<file path="src/rtl/slot_counter.sv">
module slot_counter #(
  parameter int CW = 3
) (
  input  logic          clk,
  input  logic          rst_n,
  input  logic          pre_slot,
  input  logic          rx_done,
  input  logic          tx_done,
  input  logic          rep_done,
  input  logic          rep_begin,
  output logic [CW-1:0] slot_cnt,
  output logic          data_ready,
  output logic [CW-1:0] slot_snap
);
  localparam logic [CW-1:0] TOP  = {CW{1'b1}};
  localparam logic [CW-1:0] ZERO = '0;

  logic comm_end;
  logic pre_q;

  assign comm_end   = rx_done | tx_done | rep_done;
  assign data_ready = (slot_cnt == ZERO);

  always_ff @(posedge clk) begin
    if (!rst_n)              slot_cnt <= TOP;
    else if (rep_begin)      slot_cnt <= TOP;
    else if (comm_end)       slot_cnt <= ZERO;
    else if (pre_slot && slot_cnt != TOP)
                             slot_cnt <= slot_cnt + 1'b1;
  end

  always_ff @(posedge clk) begin
    if (!rst_n) begin
      pre_q     <= 1'b0;
      slot_snap <= TOP;
    end else begin
      pre_q <= pre_slot;
      if (pre_q) slot_snap <= slot_cnt;
    end
  end


  rep_forces_top_chk: assert property (@(posedge clk) disable iff (!rst_n)
    rep_begin |=> slot_cnt == TOP);

  end_loads_zero_chk: assert property (@(posedge clk) disable iff (!rst_n)
    (comm_end && !rep_begin) |=> slot_cnt == ZERO);

  pre_steps_chk: assert property (@(posedge clk) disable iff (!rst_n)
    (pre_slot && !comm_end && !rep_begin && slot_cnt != TOP)
      |=> slot_cnt == CW'($past(slot_cnt) + 1'b1));

  top_sticky_chk: assert property (@(posedge clk) disable iff (!rst_n)
    (!comm_end && slot_cnt == TOP) |=> slot_cnt == TOP);

  idle_hold_chk: assert property (@(posedge clk) disable iff (!rst_n)
    (!pre_slot && !comm_end && !rep_begin) |=> $stable(slot_cnt));

  snap_capture_chk: assert property (@(posedge clk) disable iff (!rst_n)
    pre_q |=> slot_snap == $past(slot_cnt));

  snap_hold_chk: assert property (@(posedge clk) disable iff (!rst_n)
    !pre_q |=> $stable(slot_snap));
endmodule

</file>
<file path="config.mk">
export PLATFORM = sky130hd
export DESIGN_NAME = slot_counter
export DESIGN_NICKNAME = d
export VERILOG_FILES = /design/src/rtl/slot_counter.sv
export SDC_FILE = /design/constraint.sdc
export NUM_CORES = 1
export LEC_CHECK = 0
export ABC_CLOCK_PERIOD_IN_PS = 2300
export BUFFER_PORTS_ARGS = -buffer_cell sky130_fd_sc_hd__buf_2
export CORE_AREA = 5 5 42 44
export DETAILED_ROUTE_END_ITERATION = 6
export DIE_AREA = 0 0 47 49
export SLEW_MARGIN = 40
export SYNTH_ARGS = -nofsm -noshare
export SYNTH_HDL_FRONTEND = slang
export SYNTH_SLANG_ARGS = --single-unit
</file>
<file path="constraint.sdc">
create_clock -name clk -period 2.3 [get_ports clk]
set_clock_uncertainty 0.1 [all_clocks]
set_input_delay 0.345 -clock clk [delete_from_list [all_inputs] [get_ports clk]]
set_output_delay 0.345 -clock clk [all_outputs]
set_load 0.02 [all_outputs]
</file>
# ---- Word-level counts from Yosys, hierarchy flattened
# Index checks and enable logic that the tools add are counted.
dict set report word_totals {
  input_bits 7
  output_inout_bits 7
  regBits 7
}
dict set report op_classes {
  addsub 1
  muxes 2
  reduce_logical 4
  n_eq_ne 1
  n_bitwise 3
}
# op count
set ops {}
lappend ops {{two-way mux 3 bit} 2}
lappend ops {{adder 3 x 1 -> 3 bit (second input constant)} 1}
lappend ops {{logical NOT 3 bit} 1}
lappend ops {{!= test 3 bit (second input constant)} 1}
lappend ops {{bitwise OR 1 bit} 2}
lappend ops {{nonzero test 2 bit} 1}
lappend ops {{OR reduction 2 bit} 1}
lappend ops {{logical AND 1 bit} 1}
lappend ops {{NOT 1 bit} 1}

# ---- Longest topological paths before layout
# Gate-level depths: netlist of run 1.
dict set report depth {
  ltp_word 4
  ltp_mapped 5
  depth_no_buf 5
}

# ---- Worst setup path after synthesis of run 1
# Ideal clock, no wire load.
dict set report synth_timing {
  kind {reg2reg}
  startpoint {reg slot_cnt[0]}
  endpoint {reg slot_cnt[1]}
  t_required_ns 2.077
  setup_time_ns 0.123
  synth_period_minus_slack_ns 1.458
  stages_incl_launch_ff 6
  arrival_ns 1.235
  path_slack_ns 0.842
  path_cell_list {dfxtp_1 -> ha_1 -> ha_1 -> nor2b_2 -> mux2i_1 -> o21ai_1}
}
dict set report synth_between {
  elab_chain_len 3
  word_cells_on_any_way 6
}
# element line
set synth_rtl {}
lappend synth_rtl {{from (decl)} 11} ;# output logic [CW-1:0] slot_cnt,
lappend synth_rtl {{from (signal assigned)} 29} ;# slot_cnt <= slot_cnt + 1'b1;
lappend synth_rtl {{adder 3 x 1 -> 3 bit or != test 3 bit (tied branches)} {29, 28}}
lappend synth_rtl {{two-way mux 3 bit or logical AND 1 bit (tied branches)} 28} ;# else if (pre_slot && slot_cnt != TOP)
lappend synth_rtl {{two-way mux 3 bit or nonzero test 2 bit (tied branches)} --}
# Several ways; a longest one is shown, not always the timed one. The select of a mux whose other input is x is not followed.
# A chain may end at the register's enable or synchronous reset.

# ---- Worst setup path after layout of run 1
dict set report layout_timing {
  startpoint {reg slot_cnt[0]}
  endpoint {out data_ready}
}
dict set report layout_between {
  elab_chain_len 1
}
# element line
set layout_rtl {}
lappend layout_rtl {{logical NOT 3 bit} 22} ;# assign data_ready = (slot_cnt == ZERO);
lappend layout_rtl {{to (decl)} 12} ;# output logic data_ready,
# No other way between the ends.

==> results of run 1 <==
[cell type report]
cell class	count	area (um2)	area share [%]
Tap cell	16	20.02	4.762
Inverter	2	7.507	1.786
Clock buffer	4	26.28	6.250
Timing Repair Buffer	13	65.06	15.48
Sequential cell	7	140.1	33.33
Multi-Input combinational cell	20	161.4	38.39
[cell usage in the layout, fill, tap and decap left out]
master     n
inv_1      2
nand2_1    3
o21ai_1    3
buf_2     13
or3_4      1
xnor2_1    1
nor2b_1    2
clkbuf_1   1
dfxtp_1    7
mux2i_1    5
clkbuf_4   3
nor2b_2    1
ha_1       3
and2_1     1
[cells by family after synthesis]
kind of cell	share of synthesized area, %
flip-flops	45.34
adder cells (fa/ha/maj)	12.15
buffers and inverters	2.430
AO/OA/AOI/OAI	4.857
XOR/XNOR	2.835
AND/OR/NAND/NOR	16.19
multiplexers	16.19
[power groups by stage]
stage / Sequential, mW / Clock (mW) / Combinational, mW
detailed placement: 0.136 / 0 / 0.0390
global route: 0.134 / 0.127 / 0.0436
global placement: 0.136 / 0 / 0.0386
finish: 0.133 / 0.110 / 0.0381
floorplan: 0.141 / 0 / 0.0196
CTS: 0.134 / 0.119 / 0.0391
[final timing paths]
kind | from | to | slack (ps) | cells past startpoint
min reg2reg | slot_snap[1]$_SDFFE_PN1P_ | slot_snap[1]$_SDFFE_PN1P_ | 360 | 2
min | pre_slot | pre_q$_SDFF_PN0_ | 200 | 2
max | slot_cnt[0]$_SDFFE_PP1P_ | data_ready | 690 | 4
max reg2reg | slot_cnt[0]$_SDFFE_PP1P_ | slot_cnt[1]$_SDFFE_PP1P_ | 860 | 5
[per-stage QoR]
stage	util, %	total power, mW
floorplan	-	0.1603
global placement	28.13	0.1747
detailed placement	28.13	0.1752
CTS	30.00	0.2913
global route	30.00	0.3049
finish	30.00	0.2818
[worst reg2reg max path, delay by kind of cell, from the launching register on]
kind | cells | cell delay (ps)
and+or+nand+nor | 1 | 200
DFF | 1 | 350
AOI/OAI and AO/OA | 1 | 70
adders and majority gates | 2 | 390
muxes | 1 | 210
[metal layers]
metal	vias to the layer above	GRT usage, %
met5	-	0
met4	0	2.765
met3	0	5.904
met2	11	9.276
met1	112	7.064
li1	133	-
[state kept, by name, indices dropped and copies added, names as in the netlist]
name       flops
slot_cnt       3
slot_snap      3
pre_q          1
==> flow_summary_export.csv, run 1 <==
group,metric,value,unit
power,p_int,0.2124,mW
power,combPwrFrac,13.5,%
power,switchingPower,0.06933,mW
finish,final_cells,62,
logic_synthesis,synth_cells,29,
logic_synthesis,yosysWarnings,0,
routing,viasPerCell,4.129,
clock_network,tritoncts,"done",
logic_synthesis,ys_types,11,
clock_network,cts_resized,0,
critical_path,crit_path_end_kind,"output port",
logic_synthesis,synth_edf_count,0,
sta,worstMarginPinSlew,193.1,ps
clock_network,clock_latency,250,ps
global_routing,first_global_vias,265,
critical_path,critPathArrivalTime,1170,ps
sta,period_share,70.09,%
global_routing,grt_max_degree,6,
logic_synthesis,netlist_top_cells_count,"dfxtp_1 (7), mux2i_1 (5), ha_1 (3), nand2_1 (3), o21ai_1 (3)",
finish,antenna_cells,0,
finish,drive_above_1_share,39.13,%
place,portBuffers,13,
routing,vias,256,
routing,drt-wirelength-per-cell,9.484,um
run,max-cap-violations,0,
power,switching_share,24.61,%
sta,report.final.hold_viol_count,0,
critical_path,slowest_stage,"dfxtp_1",
clock_network,h-tree-depth,1,
finish,final_cell_area,420.4,um2
clock_network,path_clk_slew,50,ps
logic_synthesis,synth_nets,39,
place,gp_congestion,0.7265,
clock_network,root_buffer,"clkbuf_4",
die,rows,14,
finish,finish.net_count,57,
hold_path,hp-class,"in -> reg",
clock_network,cts_buffers,3,
sta,setup_tns,0,ps
sta,grt_setup_unrepaired,"false",
logic_synthesis,synth.largest_area_cell,"dfxtp_1",
finish,area_delta_synth_final,36.03,%
global_routing,grt_pass1_wl,1090,um
clock_network,cts_sinks,7,
power,p_clk_share,39.1,%
logic_synthesis,yosys_most_used_dff,"dfxtp_1",
logic_synthesis,synth_async_sr_flop_share,0,%
global_routing,grt_overflow,0,
global_routing,antenna_found_initial,0,
routing,routed-wl-met2,255,um
place,dpl_cell_area,394.1,um2
clock_network,cts_hold_buf,0,
power,p_leak,0.1976,nW
routing,drt_pass1_iterations,2,
logic_synthesis,ys_seq_area_share,45.34,%
sta,max_slew_margin,87.07,%
logic_synthesis,synth_seq_cells,7,
finish,fillers,164,
die,io-pin-count,14,
die,dieHeight,49,um
global_routing,grt_util_all_layers,6.700,%
logic_synthesis,synth_top_area_share,45.34,%
critical_path,start_kind,"register",
die,die_area,0.002303,mm2
routing,wl,588,um
critical_path,crit_family,"flip-flops",
sta,fmax,620.3,MHz
critical_path,worstPathCellList,"inv_1, ha_1, nor2b_1, buf_2",
sta,whs,201.1,ps
critical_path,critPathMaxStageDelay,400,ps
die,die_w,47,um
power,powerDensity,670.2,mW/mm2
logic_synthesis,synth_area,309.0,um2
critical_path,cp.required,1860,ps
run_status,status,"finished, final reports clean",
power,seq_power_share,47.4,%
die,start_util,22.05,%
die,core,0.001401,mm2
critical_path,crit_path_max_fanout,5,
sta,maxSlewViolCount,0,
routing,drcViolationCount,0,
logic_synthesis,synth.most_common_cell,"dfxtp_1",
routing,met1Wirelength,251,um
critical_path,crit_type,"reg -> out",
place,dp_slack,853.0,ps
place,dp_cells,58,
sta,finalWorstSetupSlack,687.9,ps
sta,finalSetupViolCount,0,
routing,drt_first_iter_violations,3,
routing,ant_nets,0,
clock_network,clockBufferDepth,2,
clock_network,postCtsSetupBuffers,0,
routing,wl_met3,80,um
power,ir_worst_vdd,0.3998,mV
logic_synthesis,synth.avg_cell_area,10.66,um2
logic_synthesis,synth.area.top_cells,"dfxtp_1 (45%), mux2i_1 (16%), ha_1 (12%), o21ai_1 (4.9%), nor2b_1 (4.0%)",
critical_path,worst-path-buf-inv,2,
routing,top_layer,"met3",
sta,period_minus_slack,1612,ps
Note: power is estimated with default switching activity, not from simulation.
==> inputs of run 2 (changes only) <==
--- a/config.mk
+++ b/config.mk
@@ -5,7 +5,8 @@
 export SDC_FILE = /design/constraint.sdc
 export NUM_CORES = 1
 export LEC_CHECK = 0
-export ABC_CLOCK_PERIOD_IN_PS = 2300
+export ABC_AREA = 1
+export ABC_CLOCK_PERIOD_IN_PS = 1570
 export BUFFER_PORTS_ARGS = -buffer_cell sky130_fd_sc_hd__buf_2
 export CORE_AREA = 5 5 42 44
 export DETAILED_ROUTE_END_ITERATION = 6
==> constraint.sdc (replaced) <==
create_clock -name clk -period 1.57 [get_ports clk]
set_clock_uncertainty 0.1 [all_clocks]
set_input_delay 0.2355 -clock clk [delete_from_list [all_inputs] [get_ports clk]]
set_output_delay 0.2355 -clock clk [all_outputs]
set_load 0.02 [all_outputs]
==> flow_summary_export.csv, run 2 <==
group,metric,value,unit
run_status,status,"finished, final reports clean",
die,rows,14,
clock_network,clockBufferDepth,2,
clock_network,root_buffer,"clkbuf_4",
die,dieHeight,49,um
sta,finalSetupViolCount,0,
place,portBuffers,13,
power,switching_share,27.30,%
sta,whs,114.3,ps
critical_path,crit_path_end_kind,"output port",
routing,drcViolationCount,0,
sta,maxSlewViolCount,0,
global_routing,grt_overflow,0,
logic_synthesis,synth_area,347.8,um2
logic_synthesis,synth.largest_area_cell,"dfxtp_1",
global_routing,grt_pass1_wl,1207,um
clock_network,cts_buffers,3,
critical_path,start_kind,"register",
hold_path,holdPathStages,3,
critical_path,crit_type,"reg -> out",
critical_path,r2r_cells,6,
sta,period_share,90.79,%
critical_path,cp.required,1230,ps
clock_network,postCtsSetupBuffers,0,
power,p_leak,0.2533,nW
clock_network,cts_sinks,7,
power,powerDensity,939.4,mW/mm2
logic_synthesis,synth.area.top_cells,"dfxtp_1 (40%), nand2_1 (13%), ha_1 (11%), inv_1 (8.6%), nor2_1 (7.6%)",
sta,grt_setup_unrepaired,"false",
power,switchingPower,0.1181,mW
clock_network,tritoncts,"done",
routing,wl,728,um
clock_network,path_clk_slew,50,ps
logic_synthesis,synth_cells,49,
die,start_util,24.82,%
sta,report.final.hold_viol_count,0,
finish,drive_above_1_share,33.33,%
finish,top_regs,"slot_cnt (3), slot_snap (3), pre_q (1)",
logic_synthesis,ys_seq_area_share,40.29,%
sta,fmax,701.6,MHz
routing,drt-wirelength-per-cell,8.878,um
critical_path,crit_path_max_fanout,4,
finish,utilization,32.86,%
finish,area_delta_synth_final,32.37,%
critical_path,regToRegEndpoint,"slot_cnt[0]$_SDFFE_PP1P_",
finish,mostFrequentLayoutCell,"buf_2",
logic_synthesis,synth_async_sr_flop_share,0,%
power,ir_worst_vdd,0.3051,mV
critical_path,timing.rr.start,"slot_cnt[0]$_SDFFE_PP1P_",
critical_path,critPathArrivalTime,1090,ps
place,gp_congestion,0.8123,
logic_synthesis,synth_nets,59,
clock_network,cts_hold_buf,0,
logic_synthesis,synth_top_area_share,40.29,%
die,die_w,47,um
clock_network,h-tree-depth,1,
clock_network,clock_latency,250,ps
logic_synthesis,synth.most_common_cell,"nand2_1",
logic_synthesis,synth.avg_cell_area,7.099,um2
sta,max_slew_margin,87.86,%
logic_synthesis,synth_seq_cells,7,
hold_path,hp-start,"rep_begin",
logic_synthesis,synth_edf_count,0,
power,seq_power_share,45.6,%
routing,ant_nets,0,
hold_path,hp-class,"in -> reg",
logic_synthesis,netlist_top_cells_count,"nand2_1 (12), inv_1 (8), dfxtp_1 (7), nor2_1 (7), nand3_1 (4)",
run,max-cap-violations,0,
routing,vias,334,
die,core,0.001401,mm2
critical_path,rrSetupSlack,310,ps
place,dp_hpwl,601.7,um
routing,drt_first_iter_violations,4,
finish,final_cell_mix,"buf_2 (13), nand2_1 (12), inv_1 (8)",
power,p_int,0.3145,mW
routing,drt_pass1_iterations,4,
power,combPwrFrac,16.9,%
die,io-pin-count,14,
finish,finish.net_count,77,
routing,viasPerCell,4.073,
global_routing,antenna_found_initial,0,
finish,antenna_cells,0,
logic_synthesis,ys_types,11,
clock_network,cts_resized,0,
sta,worstMarginPinSlew,181.8,ps
sta,period_minus_slack,1425,ps
global_routing,grt_max_degree,6,
place,dpl_cell_area,432.9,um2
sta,setup_tns,0,ps
logic_synthesis,yosysWarnings,0,
logic_synthesis,yosys_most_used_dff,"dfxtp_1",
die,die_area,0.002303,mm2
hold_path,hold_path_end,"slot_cnt[0]$_SDFFE_PP1P_",
power,p_clk_share,37.5,%
global_routing,first_global_vias,303,
global_routing,grt_util_all_layers,7.475,%
finish,final_cell_area,460.4,um2
==> run 2: cell types whose count changed after synthesis, sizes merged <==
cell | before | now
inv | 2 | 11
nor2 | 0 | 9
and2 | 1 | 0
xnor2 | 1 | 0
nand3 | 0 | 4
nand2 | 3 | 12
nor2b | 3 | 0
o211ai | 0 | 2
o21ai | 3 | 1
or3 | 1 | 0
mux2i | 5 | 0
==> run 2: area by class of cell <==
class	instances	area, um2
Inverter	11	41.29
Fill cell	162	940.9
Clock buffer	4	26.28
Timing Repair Buffer	13	65.06
Tap cell	16	20.02
Multi-Input combinational cell	31	166.4
Sequential cell	7	141.4
==> run 2: metrics by stage <==
stage	setup slack [ps]	std cells	power, mW
floorplan	259.5	49	0.2471
global placement	329.0	78	0.2738
detailed placement	298.6	78	0.2749
CTS	62.67	82	0.4440
global route	45.19	82	0.4630
finish	144.6	82	0.4325
==> run 2: kinds of logic (layout without fill, tap and decap cells) <==
| kind of cell | after synthesis | in the layout | synth area share (%) |
|---|---|---|---|
| compound gates | 3 | 3 | 5.753 |
| buf+inv | 11 | 28 | 11.87 |
| simple gates | 25 | 25 | 31.30 |
| fa+ha+maj | 3 | 3 | 10.79 |
| flops | 7 | 7 | 40.29 |
==> run 2: worst max path at each step <==
| stage | from | endpoint | slack, ps |
|---|---|---|---|
| floorplan | slot_cnt[1]$_SDFFE_PP1P_ | slot_cnt[1]$_SDFFE_PP1P_ | 260 |
| global placement | slot_cnt[0]$_SDFFE_PP1P_ | slot_cnt[2]$_SDFFE_PP1P_ | 330 |
| detailed placement | slot_cnt[0]$_SDFFE_PP1P_ | slot_cnt[0]$_SDFFE_PP1P_ | 300 |
| CTS | slot_cnt[0]$_SDFFE_PP1P_ | data_ready | 60 |
| global route | slot_cnt[1]$_SDFFE_PP1P_ | data_ready | 50 |
| finish | slot_cnt[1]$_SDFFE_PP1P_ | data_ready | 140 |
==> run 2: critical path: stages (launching register included) <==
cell	delay [ps]
dfxtp_1	370
inv_1	70
ha_1	170
inv_1	50
nor2_1	30
buf_2	160
==> run 2: power groups by stage <==
stage               sequential (mW)  combinational (mW)  clock (mW)
global route                  0.199              0.0846       0.179
detailed placement            0.201              0.0740           0
global placement              0.200              0.0736           0
CTS                           0.197              0.0743       0.173
finish                        0.197              0.0732       0.162
floorplan                     0.211              0.0358           0
==> run 2: metal layers <==
metal | GRT usage [%] | wire, um
met1 | 9.051 | 332
met5 | 0 | 0
met3 | 5.535 | 89
met2 | 9.276 | 295
met4 | 4.147 | 11
==> inputs of run 3 (changes only) <==
--- a/config.mk
+++ b/config.mk
@@ -11,6 +11,7 @@
 export CORE_AREA = 5 5 42 44
 export DETAILED_ROUTE_END_ITERATION = 6
 export DIE_AREA = 0 0 47 49
+export MAX_ROUTING_LAYER = met4
 export SLEW_MARGIN = 40
 export SYNTH_ARGS = -nofsm -noshare
 export SYNTH_HDL_FRONTEND = slang
==> constraint.sdc (replaced) <==
create_clock -name clk -period 1.57 [get_ports clk]
set_clock_uncertainty 0.1 [all_clocks]
set_input_delay 0.0785 -clock clk [delete_from_list [all_inputs] [get_ports clk]]
set_output_delay 0.0785 -clock clk [all_outputs]
set_load 0.02 [all_outputs]
==> flow_summary_export.csv, run 3 (synthesis results as in run 2) <==
group,metric,value,unit
run_status,status,"finished, final reports clean",
die,rows,14,
sta,setup_tns,0,ps
power,powerDensity,882.6,mW/mm2
power,ir_worst_vdd,0.3147,mV
sta,worstMarginPinSlew,190.6,ps
critical_path,crit_path_end_kind,"register",
global_routing,grt_pass1_wl,1262,um
finish,area_delta_synth_final,43.53,%
critical_path,timing.rr.start,"slot_cnt[0]$_SDFFE_PP1P_",
sta,period_minus_slack,1356,ps
place,portBuffers,13,
sta,maxSlewViolCount,0,
sta,fmax,737.3,MHz
run,max-cap-violations,0,
clock_network,cts_sinks,7,
global_routing,grt_overflow,0,
sta,finalSetupViolCount,0,
sta,grt_setup_unrepaired,"false",
die,die_area,0.002303,mm2
critical_path,regToRegEndpoint,"slot_cnt[0]$_SDFFE_PP1P_",
finish,antenna_cells,0,
global_routing,grt_max_degree,6,
finish,mostFrequentLayoutCell,"buf_2",
hold_path,hold_path_end,"slot_cnt[0]$_SDFFE_PP1P_",
routing,ant_nets,0,
hold_path,holdPathStages,6,
finish,final_cell_mix,"buf_2 (13), nand2_1 (12), inv_1 (8)",
place,dp_hpwl,601.7,um
clock_network,root_buffer,"clkbuf_4",
hold_path,hp-class,"in -> reg",
routing,viasPerCell,4.128,
sta,max_slew_margin,87.27,%
critical_path,critPathArrivalTime,1400,ps
die,io-pin-count,14,
critical_path,cp.required,1620,ps
critical_path,r2r_cells,6,
routing,drcViolationCount,0,
sta,report.final.hold_viol_count,0,
hold_path,hp-start,"rx_done",
routing,drt_pass1_iterations,4,
critical_path,start_kind,"primary input",
critical_path,crit_type,"in -> reg",
finish,drive_above_1_share,30.00,%
clock_network,clockBufferDepth,2,
global_routing,first_global_vias,326,
sta,period_share,86.39,%
clock_network,clock_latency,250,ps
die,start_util,24.82,%
die,dieHeight,49,um
global_routing,antenna_found_initial,0,
routing,drt-wirelength-per-cell,8.744,um
clock_network,h-tree-depth,1,
place,gp_congestion,0.8242,
global_routing,grt_util_all_layers,7.954,%
critical_path,crit_path_max_fanout,5,
die,core,0.001401,mm2
clock_network,cts_buffers,3,
clock_network,path_clk_slew,50,ps
routing,vias,355,
die,die_w,47,um
power,power,0.4406,mW
finish,finish.net_count,81,
clock_network,tritoncts,"done",
finish,top_regs,"slot_cnt (3), slot_snap (3), pre_q (1)",
critical_path,rrSetupSlack,300,ps
routing,wl,752,um
routing,drt_first_iter_violations,6,
power,p_leak,0.2689,nW
## run 3: metrics by stage
stage | cells | area [um2] | utilization [%] | setup WS (ps) | hold WS (ps)
2_1_floorplan | 49 | 347.8 | - | 259.5 | 62.67
5_1_grt | 86 | 499.2 | 35.63 | 153.3 | 200.6
4_1_cts | 86 | 499.2 | 35.63 | 219.7 | 152.6
3_3_place_gp | 78 | 432.9 | 30.89 | 329.0 | 201.2
6_report | 86 | 499.2 | 35.63 | 213.7 | 153.5
3_5_place_dp | 78 | 432.9 | 30.89 | 298.6 | 208.9
## run 3: how the worst max path moves through the flow
stage / from / endpoint / slack (ps) / cells past startpoint
after global routing: slot_cnt[0]$_SDFFE_PP1P_ / data_ready / 150 / 5
after CTS: slot_cnt[0]$_SDFFE_PP1P_ / data_ready / 220 / 5
final: rst_n / pre_q$_SDFF_PN0_ / 210 / 5
after floorplan: slot_cnt[1]$_SDFFE_PP1P_ / slot_cnt[1]$_SDFFE_PP1P_ / 260 / 7
after global placement: slot_cnt[0]$_SDFFE_PP1P_ / slot_cnt[2]$_SDFFE_PP1P_ / 330 / 6
after detailed placement: slot_cnt[0]$_SDFFE_PP1P_ / slot_cnt[0]$_SDFFE_PP1P_ / 300 / 6
## run 3: routing by layer
layer	wire length, um	vias up	share of wire, %	GRT usage [%]
met3	79	2	11	4.797
met4	8	0	1.1	4.147
li1	-	190	-	-
met1	354	149	47	9.492
met2	309	14	41	10.18
met5	0	-	0	-
## run 3: layout make-up
class | instances | area [um2]
Fill cell | 160 | 902.1
Multi-Input combinational cell | 31 | 166.4
Sequential cell | 7 | 140.1
Timing Repair Buffer | 17 | 105.1
Inverter | 11 | 41.29
Clock buffer | 4 | 26.28
Tap cell | 16 | 20.02
## run 3: worst max-delay path, cell delays in order
cell and delay, ps:
dlygate4sd3_1 530, buf_2 160, nand2_1 70, dlygate4sd3_1 540, inv_1 30
## run 3: timing repair
| item | 4_1_cts | 5_1_grt |
|---|---|---|
| endpoints found under the hold margin | 5 | 0 |
| buffers inserted | 0 | 0 |
| gates resized for setup | 0 | 0 |
| hold buffers | 4 | 0 |
## run 3: power breakdown
group          internal, mW  leakage (nW)  switching [mW]
Combinational        0.0347         0.196          0.0459
Clock                0.0970        0.0150          0.0660
Sequential            0.189        0.0582         0.00814
